==> config.mk <==
export PLATFORM = sky130hd
export DESIGN_NAME = reg_access_arbiter
export DESIGN_NICKNAME = d
export VERILOG_FILES = /design/src/rtl/arb_pkg.sv /design/src/rtl/arb_prio_pick.sv /design/src/rtl/arb_port_mux.sv /design/src/rtl/reg_access_arbiter.sv
export SDC_FILE = /design/constraint.sdc
export NUM_CORES = 1
export LEC_CHECK = 0
export BUFFER_PORTS_ARGS = -buffer_cell sky130_fd_sc_hd__clkbuf_2
export CAP_MARGIN = 20
export CORE_AREA = 5 5 122 124
export CTS_CLUSTER_SIZE = 30
export DETAILED_ROUTE_END_ITERATION = 10
export DIE_AREA = 0 0 127 129
export GPL_TIMING_DRIVEN = 0
export REMOVE_ABC_BUFFERS = 1
export SYNTH_ARGS = -nofsm -noshare
export SYNTH_HDL_FRONTEND = slang
export SYNTH_SLANG_ARGS = --single-unit
==> constraint.sdc <==
create_clock -name clk -period 1.6 [get_ports clk]
set_input_delay 0.32 -clock clk [delete_from_list [all_inputs] [get_ports clk]]
set_output_delay 0.32 -clock clk [all_outputs]
set_load 0.05 [all_outputs]
==> src/rtl/arb_pkg.sv <==
package arb_pkg;
    localparam int NUM_M = 3;

    typedef enum logic {
        ST_IDLE = 1'b0,
        ST_BUSY = 1'b1
    } arb_state_e;

    typedef struct packed {
        arb_state_e       state;
        logic [NUM_M-1:0] gnt;
        logic             op_wr;
        logic             ack;
    } arb_regs_t;
endpackage

==> src/rtl/arb_prio_pick.sv <==
module arb_prio_pick #(
    parameter int N = 3
) (
    input  logic [N-1:0] req,
    output logic [N-1:0] pick
);
    // index 0 is most important
    for (genvar i = 0; i < N; i++) begin : g_pick
        if (i == 0) begin : g_top
            assign pick[i] = req[i];
        end else begin : g_rest
            assign pick[i] = req[i] & ~(|req[i-1:0]);
        end
    end
endmodule

==> src/rtl/arb_port_mux.sv <==
module arb_port_mux #(
    parameter int N      = 3,
    parameter int ADDR_W = 10,
    parameter int DATA_W = 32
) (
    input  logic [N-1:0]        gnt,
    input  logic                xfer_done,
    input  logic [N*ADDR_W-1:0] m_addr,
    input  logic [N*DATA_W-1:0] m_wdata,
    input  logic [DATA_W-1:0]   s_rdata,
    output logic [ADDR_W-1:0]   s_addr,
    output logic [DATA_W-1:0]   s_wdata,
    output logic [N*DATA_W-1:0] m_rdata,
    output logic [N-1:0]        m_wait
);
    logic [ADDR_W-1:0] addr_term [N];
    logic [DATA_W-1:0] data_term [N];

    for (genvar i = 0; i < N; i++) begin : g_port
        assign addr_term[i] = gnt[i] ? m_addr[i*ADDR_W +: ADDR_W] : '0;
        assign data_term[i] = gnt[i] ? m_wdata[i*DATA_W +: DATA_W] : '0;
        assign m_rdata[i*DATA_W +: DATA_W] = gnt[i] ? s_rdata : '0;
        assign m_wait[i] = ~(gnt[i] & xfer_done);
    end

    always_comb begin
        s_addr  = '0;
        s_wdata = '0;
        for (int i = 0; i < N; i++) begin
            s_addr  = s_addr | addr_term[i];
            s_wdata = s_wdata | data_term[i];
        end
    end
endmodule

==> src/rtl/reg_access_arbiter.sv <==
module reg_access_arbiter
    import arb_pkg::*;
#(
    parameter int ADDR_W = 10,
    parameter int DATA_W = 32
) (
    input  logic                    clk,
    input  logic                    rst,
    input  logic [NUM_M-1:0]        m_enable,
    input  logic [NUM_M-1:0]        m_read,
    input  logic [NUM_M-1:0]        m_write,
    input  logic [NUM_M*ADDR_W-1:0] m_addr,
    input  logic [NUM_M*DATA_W-1:0] m_wdata,
    output logic [NUM_M*DATA_W-1:0] m_rdata,
    output logic [NUM_M-1:0]        m_wait,
    input  logic                    cal_owns,
    input  logic                    handback_req,
    output logic                    handback_ack,
    output logic [ADDR_W-1:0]       s_addr,
    output logic [DATA_W-1:0]       s_wdata,
    output logic                    s_read,
    output logic                    s_write,
    input  logic [DATA_W-1:0]       s_rdata,
    input  logic                    s_rvalid,
    input  logic                    s_wait
);
    arb_regs_t        r_d, r_q;
    logic [NUM_M-1:0] req_live;
    logic [NUM_M-1:0] pick;
    logic             busy;
    logic             xfer_done;
    logic             may_grant;
    logic [NUM_M-1:0] gnt_q;

    assign req_live  = (m_read | m_write) & m_enable;
    assign busy      = (r_q.state == ST_BUSY);
    assign gnt_q     = r_q.gnt;
    assign s_write   = busy & r_q.op_wr;
    assign s_read    = busy & ~r_q.op_wr;
    assign xfer_done = busy & (r_q.op_wr ? ~s_wait : s_rvalid);
    assign may_grant = ~cal_owns & ~handback_req;
    assign handback_ack = r_q.ack;

    arb_prio_pick #(.N(NUM_M)) u_pick (
        .req  (req_live),
        .pick (pick)
    );

    arb_port_mux #(.N(NUM_M), .ADDR_W(ADDR_W), .DATA_W(DATA_W)) u_mux (
        .gnt       (r_q.gnt),
        .xfer_done (xfer_done),
        .m_addr    (m_addr),
        .m_wdata   (m_wdata),
        .s_rdata   (s_rdata),
        .s_addr    (s_addr),
        .s_wdata   (s_wdata),
        .m_rdata   (m_rdata),
        .m_wait    (m_wait)
    );

    always_comb begin
        r_d     = r_q;
        r_d.ack = handback_req & (r_q.state == ST_IDLE);
        unique case (r_q.state)
            ST_IDLE: begin
                if (may_grant && (|req_live)) begin
                    r_d.state = ST_BUSY;
                    r_d.gnt   = pick;
                    r_d.op_wr = |(pick & m_write);
                end
            end
            ST_BUSY: begin
                if (xfer_done) begin
                    r_d.state = ST_IDLE;
                    r_d.gnt   = '0;
                    r_d.op_wr = 1'b0;
                end
            end
            default: r_d = '0;
        endcase
    end

    always_ff @(posedge clk) begin
        if (rst) begin
            r_q <= '0;
        end else begin
            r_q <= r_d;
        end
    end
endmodule

; ---- After elaboration in Yosys (flattened, before gate mapping)
; Cells that the tools add are included.
[op_classes]
n_reduce_logical = 5
n_bitwise = 27
mux = 13
eq_ne = 2
[ops]
columns = op, count
row1 = 2-to-1 mux 32 bit, 6
row2 = OR 32 bit, 2
row3 = 2-to-1 mux 10 bit, 3
row4 = OR 10 bit, 2
row5 = AND 1 bit, 10
row6 = 2-to-1 mux 5 bit, 2
row7 = inverter 1 bit, 10
row8 = case mux 5 bit (2 select lines), 1
row9 = AND 3 bit, 2
row10 = OR reduction 3 bit, 2
row11 = "!= test 2 x 1 -> 1 bit, second input constant", 2
row12 = OR 3 bit, 1
row13 = AND reduction 2 bit, 1
row14 = OR reduction 2 bit, 1
row15 = logical AND 1 bit, 1
row16 = 2-to-1 mux 1 bit, 1
[totals]
output_inout_bits = 144
inputBits = 173
ff_bits = 6
wordCells = 51

; ---- Logic depth before layout (Yosys ltp)
[depth]
word_depth = 9
ltp_mapped = 4
ltp_nobuf = 4

; ---- Modules after synthesis
; Synthesis repeated with hierarchy kept, for this count alone.
[unflattened]
hier_cells = 247
area_unflattened_um2 = 1735.4
[by_module_without_submodules]
columns = module, area_each_um2, cells_per_inst, instances, seq_area_each_um2
row1 = arb_port_mux, 1365.1, 207, 1, 0.0
row2 = reg_access_arbiter, 344.1, 37, 1, 120.1
row3 = arb_prio_pick, 26.3, 3, 1, 0.0

; ---- Least setup slack after synthesis
; No wires, ideal clock.
[synth_path]
kind = register -> output
start = register r_q (netlist bit gnt_q[2])
end = output port s_wdata[10]
arrival_ns = 1.251
t_required_ns = 1.280
n_path_buf = 2
path_slack_ns = 0.029
path_stages_with_launch = 5
path_cell_list = dfxtp_1 buf_2 buf_1 a222oi_1 inv_1
[synth_between]
elab_chain_cells = 2
[synth_rtl]
columns = element, line
row1 = "start, declared", reg_access_arbiter.sv:27  ; arb_regs_t r_d, r_q;
row2 = "start signal, assigned", reg_access_arbiter.sv:87  ; r_q <= r_d;
row3 = 2-to-1 mux 32 bit, arb_port_mux.sv:21  ; assign data_term[i] = gnt[i] ? m_wdata[i*DATA_W +: DATA_W] : '0;
row4 = OR 32 bit, arb_port_mux.sv:31  ; s_wdata = s_wdata | data_term[i];
row5 = "end, declared", reg_access_arbiter.sv:20  ; output logic [DATA_W-1:0] s_wdata,
; No other way between the ends.

; ---- Final worst setup path
[layout_path]
start = register r_q (netlist bit gnt_q[2])
end = output port s_wdata[9]
; Same word-level chain as after synthesis.

==> impl_metrics.json <==
{
  "outcome": "complete, but fails checks",
  "violations": "negative setup slack",
  "p_leak_nw": 2.66,
  "post-dp-hpwl_um": 8030,
  "grt_util_met3": 0.0303,
  "synth.area.top_cells": "and2_1 (38%), a222oi_1 (26%), inv_1 (10%)",
  "grt_pass1_wl_um": 16000,
  "drv_cap": 0,
  "yosysTopAreaCellShare": 0.380,
  "nFillCells": 1399,
  "die_h_um": 129,
  "cts_buffer_depth": 2,
  "synth_compound_area_frac": 0.330,
  "syn2layout_area_growth_pct": 177,
  "ys_warn_count": 0,
  "start_util": 0.117,
  "timing.hold.ws_ps": 357,
  "async_flop_share": 0,
  "coreArea_um2": 13700,
  "vias_per_cell": 4.34,
  "grt_max_degree": 46,
  "finalPower_mw": 1.89,
  "min_path_type": "input pin to flop",
  "synth_top_flop_cell": "dfxtp_1",
  "clock.fmax_mhz": 546,
  "die_w_um": 127,
  "path_class": "flop to output port",
  "ys_ff_latch": 6,
  "synthMuxAreaShare": 0,
  "antenna_found_initial": 1,
  "crit_required_ps": 1280,
  "synth_seq_area_share": 0.0752,
  "die_area_um2": 16400,
  "tritoncts": "done",
  "layout_commonest_cell": "clkbuf_2",
  "grt_use_met1": 0.133,
  "layout.nets": 729,
  "final_cell_mix": "clkbuf_2 (205), and2_1 (80), inv_1 (44)",
  "pin_count": 317,
  "synth_fa_ha_area_frac": 0,
  "ctsHoldBuffers": 0,
  "netlist_area_um2": 1600,
  "synth-edff-count": 0,
  "cts_sinks": 6,
  "dp_cells": 717,
  "root_buffer": "clkbuf_16",
  "grtUsageMet2": 0.218,
  "yosys.cell_types.count": 24,
  "path_max_fanout": 20,
  "synth-simple-area-share": 0.433,
  "worstSetupStartpointType": "flop",
  "grt_usage": 0.120,
  "slew_violations": 0,
  "rsz0062_at_grt": "yes",
  "diodes": 0,
  "grt-ovfl-total": 0,
  "tightestPinTransition_ps": 513,
  "gr-max-usage-layer": "met2",
  "ir_drop_v": 0.000317,
  "fin_skew_ps": 0.168,
  "seqCellArea_um2": 133,
  "ant_nets": 0,
  "htree_levels": 1,
  "cp.arrival_ps": 1510,
  "drtPass1Iterations": 6,
  "cts_made_buffers": 3,
  "layout.cells.non_filler": 734,
  "slew_headroom": 0.656,
  "finalSetupViolCount": 60,
  "grt_pass1_vias": 3161,
  "post-route-min-period_ps": 1830,
  "detail_route.wl_per_cell_um": 16.8,
  "finalCritPeriodShare": 1.14,
  "synth_xor_xnor_area_share": 0,
  "endpoint_kind": "output port",
  "synth_top_family_by_area": "simple AND/OR/NAND/NOR gates",
  "hold_viol": 0,
  "dp_slack_ps": -210,
  "drc": 0,
  "clkTransAtPathRegs_ps": 30,
  "worst_slack_ps": -231,
  "numPortBuffers": 316,
  "wirelength_um": 12300,
  "place_congestion": 0.740,
  "avgSynthCellArea_um2": 6.60,
  "clock_latency_ps": 230,
  "synth_largest_area_cell": "and2_1",
  "vias": 3189,
  "multi_input_area_um2": 1260,
  "drt_iter0_markers": 288,
  "power_density_nw_per_um2": 427,
  "num_rows": 43,
  "drive_above_1_share": 0.650,
  "syn-instance-count": 242
}
## layout make-up
class	instances	area share
clock buffers	3	0.0170
inverters	44	0.0374
multi-input cells	168	0.285
flip-flops and latches	6	0.0300
well taps	180	0.0509
repair buffers	333	0.580
## power breakdown
| part | leakage, nW | switching, mW | internal [mW] |
|---|---|---|---|
| registers | 0.0518 | 0.0180 | 0.156 |
| logic | 2.57 | 0.779 | 0.533 |
| clock network | 0.0370 | 0.0829 | 0.321 |
| total | 2.66 | 0.880 | 1.01 |
## cell usage after synthesis (all sizes together) (2+ instances only)
master / n
and2: 97
inv: 44
a222oi: 42
clkbuf: 17
buf: 7
dfxtp: 6
nand2: 6
o21ai: 4
nor3: 3
a21oi: 2
a32o: 2
nand3: 2
nor2: 2
## path summary, 6_finish.rpt
path / from / endpoint / slack (ps) / cells after the start
setup / recovery: gnt_q[2] / s_wdata[9] / -230 / 4
hold / removal: rst / gnt_q[2] / 360 / 2
setup reg to reg: busy / gnt_q[1] / 250 / 4
hold reg to reg: busy / handback_ack / 520 / 1
## timing repair
action | 4_1_cts | 5_1_grt
buffers inserted | 9 | 1
endpoints found under the setup margin | 141 | 95
cloned | 1 | 3
resized for setup | 138 | 132
pin swaps | 9 | 26
## flip-flops by register name (all words and copies together), names as in the netlist
name / count
gnt_q: 3
handback_ack: 1
busy: 1
r_q: 1
## cell families (layout without fill, tap and decap cells)
| kind of cell | Yosys count | count (layout) |
|---|---|---|
| DFF | 6 | 6 |
| buffers and inverters | 68 | 380 |
| AOI/OAI and AO/OA | 55 | 55 |
| and+or+nand+nor | 113 | 113 |
## critical path: stages (launching register included)
cell	delay, ps
dfxtp_4	410
clkbuf_16	210
a222oi_1	350
inv_1	100
clkbuf_8	190
## metrics by stage
stage / instance area, um^2 / setup TNS (ps) / utilization
after floorplan: 1500 / -80210 / -
after global placement: 3310 / -195930 / 0.242
after detailed placement: 3370 / -11470 / 0.247
after CTS: 4140 / -7370 / 0.303
after global routing: 4420 / -10040 / 0.324
final: 4420 / -6290 / 0.324
## metal layers
metal  vias to the layer above  wire, um
li1                       1485         -
met1                      1424      4260
met2                       250      6390
met3                        28      1260
met4                         2       382
met5                         -        13
No activity file was read; power rests on OpenSTA's default activity.
